===== src/rtl/bit_serial_alu_pkg.sv =====
`timescale 1ns/1ps
package bit_serial_alu_pkg;
  typedef enum logic [1:0] {
    OP_ADD  = 2'b00,
    OP_SUB  = 2'b01,
    OP_DEC  = 2'b10,
    OP_ADD2 = 2'b11
  } alu_op_e;
endpackage


===== src/rtl/bsa_operand_cond.sv =====
`timescale 1ns/1ps
// Conditions the second operand and picks the start-of-word carry.
module bsa_operand_cond
  import bit_serial_alu_pkg::*;
(
  input  logic       arith_en,
  input  logic [1:0] op_sel,
  input  logic       opb_bit,
  output logic       b_eff,
  output logic       cin_start
);
  alu_op_e op;
  assign op = alu_op_e'(op_sel);

  always_comb begin
    b_eff     = 1'b0;
    cin_start = 1'b0;
    if (arith_en) begin
      unique case (op)
        OP_SUB:  begin b_eff = ~opb_bit; cin_start = 1'b1; end
        OP_DEC:  begin b_eff = 1'b1;     cin_start = 1'b0; end
        default: begin b_eff = opb_bit;  cin_start = 1'b0; end
      endcase
    end
  end
endmodule


===== src/rtl/bsa_carry_chain.sv =====
`timescale 1ns/1ps
// Full adder with the inter-bit carry register.
module bsa_carry_chain #(
  parameter int TW = 3
) (
  input  logic          clk,
  input  logic          rst,
  input  logic [TW-1:0] bit_time,
  input  logic          arith_en,
  input  logic          a_bit,
  input  logic          b_eff,
  input  logic          cin_start,
  output logic          sum_bit,
  output logic          carry_out,
  output logic          carry_in
);
  localparam logic [TW-1:0] FIRST = TW'(1);

  logic carry_q;

  always_comb begin
    if (!arith_en)              carry_in = 1'b0;
    else if (bit_time == FIRST) carry_in = cin_start;
    else                        carry_in = carry_q;
  end

  assign sum_bit   = a_bit ^ b_eff ^ carry_in;
  assign carry_out = (a_bit & b_eff) | (carry_in & (a_bit ^ b_eff));

  always_ff @(posedge clk) begin
    if (rst) carry_q <= 1'b0;
    else     carry_q <= carry_out;
  end

  // inside a word, the carry-in is the previous clock's carry out
  p_carry_link_r2: assert property (@(posedge clk) disable iff (rst)
    (arith_en && $past(arith_en) && bit_time > FIRST) |-> (carry_in == $past(carry_out)));
endmodule


===== src/rtl/bsa_ovf_flag.sv =====
`timescale 1ns/1ps
// Sticky overflow flip-flop and the skip-on-carry test.
module bsa_ovf_flag #(
  parameter int TW    = 3,
  parameter int WBITS = 7
) (
  input  logic          clk,
  input  logic          rst,
  input  logic [TW-1:0] bit_time,
  input  logic          arith_en,
  input  logic          carry_out,
  input  logic          skip_test_en,
  output logic          ovf_q,
  output logic          skip_take
);
  localparam logic [TW-1:0] LAST = TW'(WBITS);

  logic load_ovf;
  assign load_ovf = (bit_time == LAST) && arith_en && carry_out;

  always_ff @(posedge clk) begin
    if (rst)           ovf_q <= 1'b0;
    else if (load_ovf) ovf_q <= 1'b1;
  end

  assign skip_take = ovf_q & skip_test_en;

  // the flag rises only after a final-bit carry of an arithmetic word
  p_ovf_rise_r6: assert property (@(posedge clk) disable iff (rst)
    $rose(ovf_q) |-> $past((bit_time == LAST) && arith_en && carry_out));

  // once set, the flag holds until reset
  p_ovf_sticky_r7: assert property (@(posedge clk) disable iff (rst)
    ovf_q |=> ovf_q);
endmodule


===== src/rtl/bit_serial_alu.sv =====
`timescale 1ns/1ps
module bit_serial_alu #(
  parameter int WBITS = 7,
  parameter int TW    = $clog2(WBITS + 1)
) (
  input  logic          clk,
  input  logic          rst,
  input  logic [TW-1:0] bit_time,
  input  logic          arith_en,
  input  logic [1:0]    op_sel,
  input  logic          opa_bit,
  input  logic          opb_bit,
  input  logic          skip_test_en,
  output logic          sum_bit,
  output logic          ovf_flag,
  output logic          skip_take
);
  logic b_eff, cin_start, carry_out, carry_in;

  bsa_operand_cond u_cond (
    .arith_en  (arith_en),
    .op_sel    (op_sel),
    .opb_bit   (opb_bit),
    .b_eff     (b_eff),
    .cin_start (cin_start)
  );

  bsa_carry_chain #(.TW(TW)) u_chain (
    .clk       (clk),
    .rst       (rst),
    .bit_time  (bit_time),
    .arith_en  (arith_en),
    .a_bit     (opa_bit),
    .b_eff     (b_eff),
    .cin_start (cin_start),
    .sum_bit   (sum_bit),
    .carry_out (carry_out),
    .carry_in  (carry_in)
  );

  bsa_ovf_flag #(.TW(TW), .WBITS(WBITS)) u_ovf (
    .clk          (clk),
    .rst          (rst),
    .bit_time     (bit_time),
    .arith_en     (arith_en),
    .carry_out    (carry_out),
    .skip_test_en (skip_test_en),
    .ovf_q        (ovf_flag),
    .skip_take    (skip_take)
  );

  // when idle, the result copies the first operand and no carry forms
  p_idle_pass_r5: assert property (@(posedge clk) disable iff (rst)
    !arith_en |-> (sum_bit == opa_bit && !carry_out && !carry_in));
endmodule


===== config.mk =====
export PLATFORM = sky130hd
export DESIGN_NAME = bit_serial_alu
export DESIGN_NICKNAME = d
export VERILOG_FILES = /design/src/rtl/bit_serial_alu_pkg.sv /design/src/rtl/bsa_operand_cond.sv /design/src/rtl/bsa_carry_chain.sv /design/src/rtl/bsa_ovf_flag.sv /design/src/rtl/bit_serial_alu.sv
export SDC_FILE = /design/constraint.sdc
export NUM_CORES = 1
export LEC_CHECK = 0
export BUFFER_PORTS_ARGS = -buffer_cell sky130_fd_sc_hd__buf_2
export CAP_MARGIN = 20
export CORE_AREA = 10 10 47 49
export CTS_CLUSTER_DIAMETER = 50
export DETAILED_ROUTE_END_ITERATION = 16
export DIE_AREA = 0 0 57 59
export PLACE_DENSITY_LB_ADDON = 0.2
export SYNTH_ARGS = -nofsm -noshare
export SYNTH_HDL_FRONTEND = slang
export SYNTH_SLANG_ARGS = --single-unit

===== constraint.sdc =====
create_clock -name clk -period 1.75 [get_ports clk]
set_input_delay 0.35 -clock clk [delete_from_list [all_inputs] [get_ports clk]]
set_output_delay 0.35 -clock clk [all_outputs]
set_load 0.01 [all_outputs]

======== Word-level counts from Yosys, hierarchy flattened ========
Index checks and enable logic that the tools add are counted.
word-level totals
  word-level logic and storage cells ...... 20
  bits of input ports ..................... 11
  flip-flop bits (word level) ............. 2
cells by class
  equal/unequal tests ..................... 4
  bitwise gates (word level) .............. 7
  reduce and logical (&&, ||, !) cells .... 2
  multiplexer cells ....................... 5
operator list
  cell                number
  $mux 1              4
  $and 1x1->1         3
  $eq 3x1->1 const B  1
  $eq 3x3->1 const B  1
  $eq 2x1->1 const B  1
  $eq 2x2->1 const B  1
  $logic_and 1x1->1   2
  $pmux 1 s2          1
  $xor 1x1->1         2
  $not 1->1           1
  $or 1x1->1          1

======== Logic depth before layout (Yosys ltp) ========
  word-level depth ........................ 7
  mapped depth ............................ 7
  mapped depth without buffers ............ 7

======== Hierarchy ========
A second synthesis with hierarchy kept.
unflattened totals
  cells, all modules ...................... 21
  area, all modules ....................... 187.7 sq um
by module, submodules not included
  module            cells an instance  seq. area each (sq um)  instances  area an instance (sq um)
  bsa_carry_chain   7                  20.0                    1          76.3
  bsa_operand_cond  8                  0.0                     1          62.6
  bsa_ovf_flag      6                  20.0                    1          48.8

======== Worst setup path before layout ========
Ideal clock, no wire load.
  path kind ............................... input-to-output
  from .................................... input op_sel[0]
  to ...................................... output sum_bit
  cell stages on the path ................. 5
  arrival ................................. 1.556 ns
  path slack .............................. -0.156 ns
  cell sequence ........................... inv_1 ha_1 o311ai_1 fa_1 inv_1
between the ends
  cells in the longest elaborated chain, start to end .. 5
  elaborated cells on any way between the ends .. 9
ends and longest elaborated chain
  element                                   line                                           text
  from (decl)                               bit_serial_alu.sv:10                           input logic [1:0] op_sel,
  $eq 2x2->1 or $eq 2x1->1 (tied branches)  bsa_operand_cond.sv:19                         unique case (op)
  $pmux 1 s2 or $mux 1 (tied branches)      bsa_operand_cond.sv:19
  $mux 1, on equally long branches          bsa_operand_cond.sv:18, bsa_carry_chain.sv:23
  $xor 1x1->1 or $mux 1 (tied branches)     bsa_carry_chain.sv:27, bsa_carry_chain.sv:22
  $xor 1x1->1 (*)                           bsa_carry_chain.sv:27                          assign sum_bit = a_bit ^ b_eff ^ carry_in;
  to (decl)                                 bit_serial_alu.sv:14                           output logic sum_bit,
Mark *: on every way between the ends. The rest lies on a longest branch, timed or not.

======== Worst setup path after layout ========
Ends and elaborated chain as after synthesis.

==> impl_metrics.env <==
export IMPL_outcome="complete, but fails checks"
export IMPL_timing_final_crit_share_pct=111.6
export IMPL_end_kind="output pin"
export IMPL_finalHoldViolations=0
export IMPL_hold_class="in -> reg"
export IMPL_die_w_um=57
export IMPL_postSynth_asyncResetShare_pct=0
export IMPL_setup_viol=1
export IMPL_synth_cells=22
export IMPL_synthToLayoutAreaGrowth_pct=126.2
export IMPL_grt_overflow=0
export IMPL_first_global_vias=277
export IMPL_p_leak_uw=0.0001802
export IMPL_totalPowerFinal_uw=229.2
export IMPL_drt_iter0_markers=0
export IMPL_routed_via_density=4.073
export IMPL_synthesis_area_um2=181.4
export IMPL_power_density_nw_per_um2=558.6
export IMPL_ctsLongestPathBuffers=2
export IMPL_avgSynthCellArea_um2=8.247
export IMPL_root_buffer="clkbuf_4"
export IMPL_cp_data_arrival_time_ns=1.60
export IMPL_vias=224
export IMPL_worst_slack_ns=-0.2029
export IMPL_drv_cap=0
export IMPL_period_minus_slack_ns=1.953
export IMPL_finalSetupTns_ns=-0.2029
export IMPL_placedInstanceArea_um2=335.3
export IMPL_wl_um=619
export IMPL_first_pass_iters=1
export IMPL_rsz0062_at_grt="yes"
export IMPL_hpwl_um=569.9
export IMPL_yosys_area_top_type="dfxtp_1"
export IMPL_core_um2=1401
export IMPL_fin_worst_skew_ns=0.0004567
export IMPL_crit_path_max_fanout=2
export IMPL_antenna_found_initial=0
export IMPL_r2r_start="u_chain.carry_q$_SDFF_PP0_"
export IMPL_synth_edf_count=0
export IMPL_netlist_area_leader_share_pct=22.07
export IMPL_post_cts_buffers=0
export IMPL_grt_max_degree=5
export IMPL_cts_made_buffers=3
export IMPL_fin_util_pct=29.29
export IMPL_core_rowCount=14
export IMPL_htreeDepth=1
export IMPL_slew_limit_headroom_pct=84.21
export IMPL_hold_end="u_chain.carry_q$_SDFF_PP0_"
export IMPL_tightest_slew_ns=0.2363
export IMPL_synth_main_ff_cell="dfxtp_1"
export IMPL_postRouteAntennaNets=0
export IMPL_reg2reg_depth=5
export IMPL_grtUsageTotal_pct=3.986
export IMPL_yosysWarnings=0
export IMPL_hold_start="rst"
export IMPL_start_util_pct=12.95
export IMPL_syn_nets=36
export IMPL_critical_path_required_ns=1.40
export IMPL_die_y_um=59
export IMPL_wl_per_cell_um=11.25
export IMPL_final_area_um2=410.4
export IMPL_clk_pin_slew_ns=0.03
export IMPL_grt_pass1_wl_mm=1.069
export IMPL_yosysMostFrequentCell="inv_1"
export IMPL_numPortBuffers=13
export IMPL_synthTopCellsByCount="inv_1 (5), dfxtp_1 (2), ha_1 (2), nand2_1 (2)"
export IMPL_route_detailed_drc=0
export IMPL_ys_ff_latch=2
export IMPL_drive_gt1_share_pct=69.23
export IMPL_rrSetupSlack_ns=0.21
export IMPL_violations="negative setup slack"
export IMPL_cts_sinks=2
export IMPL_clk_latency_ns=0.22
export IMPL_reg2reg_to="u_ovf.ovf_q$_SDFFE_PP0P_"
export IMPL_cp_start_kind="primary input"
export IMPL_fp_dieArea_um2=3363
export IMPL_synth_cell_types=15
export IMPL_cts_tree="built"
export IMPL_timing_fmax_mhz=512.1
export IMPL_yosysSeqAreaShare_pct=22.07
export IMPL_final_nets=55
export IMPL_pre_cts_slack_ns=-0.4059
export IMPL_gp_congestion=0.8173
export IMPL_peakVddDrop_uv=240.8
export IMPL_critPathKind="in -> out"
export IMPL_holdBufCountCts=0
export IMPL_synth_area_leaders="dfxtp_1 (22%), ha_1 (14%), fa_1 (11%)"
export IMPL_worst_hold_path_num_cells=2
export IMPL_n_antenna_cell=0
export IMPL_slew_violations=0
export IMPL_pin_count=14
==> cells in the final DEF, fill, tap and decap left out, types with 2 or more instances in the layout <==
cell type	n
nand2_1	2
buf_8	2
ha_4	2
buf_6	2
inv_1	2
buf_2	9
dfxtp_1	2
clkbuf_4	3
==> registers in the layout, summed over array words and instances (netlist names) <==
| register | count |
|---|---|
| u_chain.carry_q | 1 |
| u_ovf.ovf_q | 1 |
==> worst max path at each step <==
stage	from	to	slack, ns	cells past startpoint
after floorplan	op_sel[1]	sum_bit	-0.009	6
after global placement	op_sel[1]	sum_bit	-0.37	8
after detailed placement	op_sel[1]	sum_bit	-0.41	8
after CTS	op_sel[0]	sum_bit	-0.22	7
after global routing	op_sel[0]	sum_bit	-0.25	7
final	op_sel[0]	sum_bit	-0.20	7
==> what timing repair did <==
| action | CTS | global route |
|---|---|---|
| pin swaps | 3 | 0 |
| gates resized for setup | 11 | 1 |
| cloned | 0 | 0 |
| setup endpoints to repair | 2 | 2 |
==> report_power, final <==
part / switching [µW] / internal [µW] / total [µW]
registers: 0.466 / 47.3 / 47.8
logic: 33.4 / 46.8 / 80.2
clock network: 25.6 / 75.6 / 101
==> cells by family (layout without fill, tap and decap cells) <==
family / after synthesis / after routing / synth area share (%)
compound gates: 2 / 2 / 8.279
mux: 1 / 1 / 6.206
buf+inv: 5 / 22 / 10.35
fa+ha+maj: 3 / 3 / 24.83
simple gates: 9 / 9 / 28.28
flops: 2 / 2 / 22.07
==> layout make-up <==
cell class / instances / area [µm²]
clock buffers: 3 / 22.52
fillers: 161 / 991.0
inverters: 5 / 33.78
multi-input cells: 15 / 188.9
flip-flops and latches: 2 / 40.04
well taps: 16 / 20.02
repair buffers: 14 / 105.1
==> worst max-delay path, cell delays in order <==
cell	delay, ns
buf_8	0.10
inv_4	0.05
ha_4	0.21
o311ai_4	0.27
fa_1	0.46
inv_2	0.06
buf_6	0.09
==> through the flow <==
step,cells,hold slack [ns]
2_1_floorplan,22,0.4224
3_3_place_gp,52,0.4722
3_5_place_dp,52,0.4879
4_1_cts,55,0.3155
5_1_grt,55,0.3253
6_report,55,0.3184
==> layer usage <==
| layer | part of all wire (%) | GRT usage (%) | vias to the layer above |
|---|---|---|---|
| met2 | 40 | 6.047 | 21 |
| met4 | 0 | 0 | 0 |
| li1 | - | - | 106 |
| met5 | 0 | 0 | - |
| met3 | 22 | 4.936 | 0 |
| met1 | 38 | 3.589 | 97 |
(Power assumes the default switching activity.)
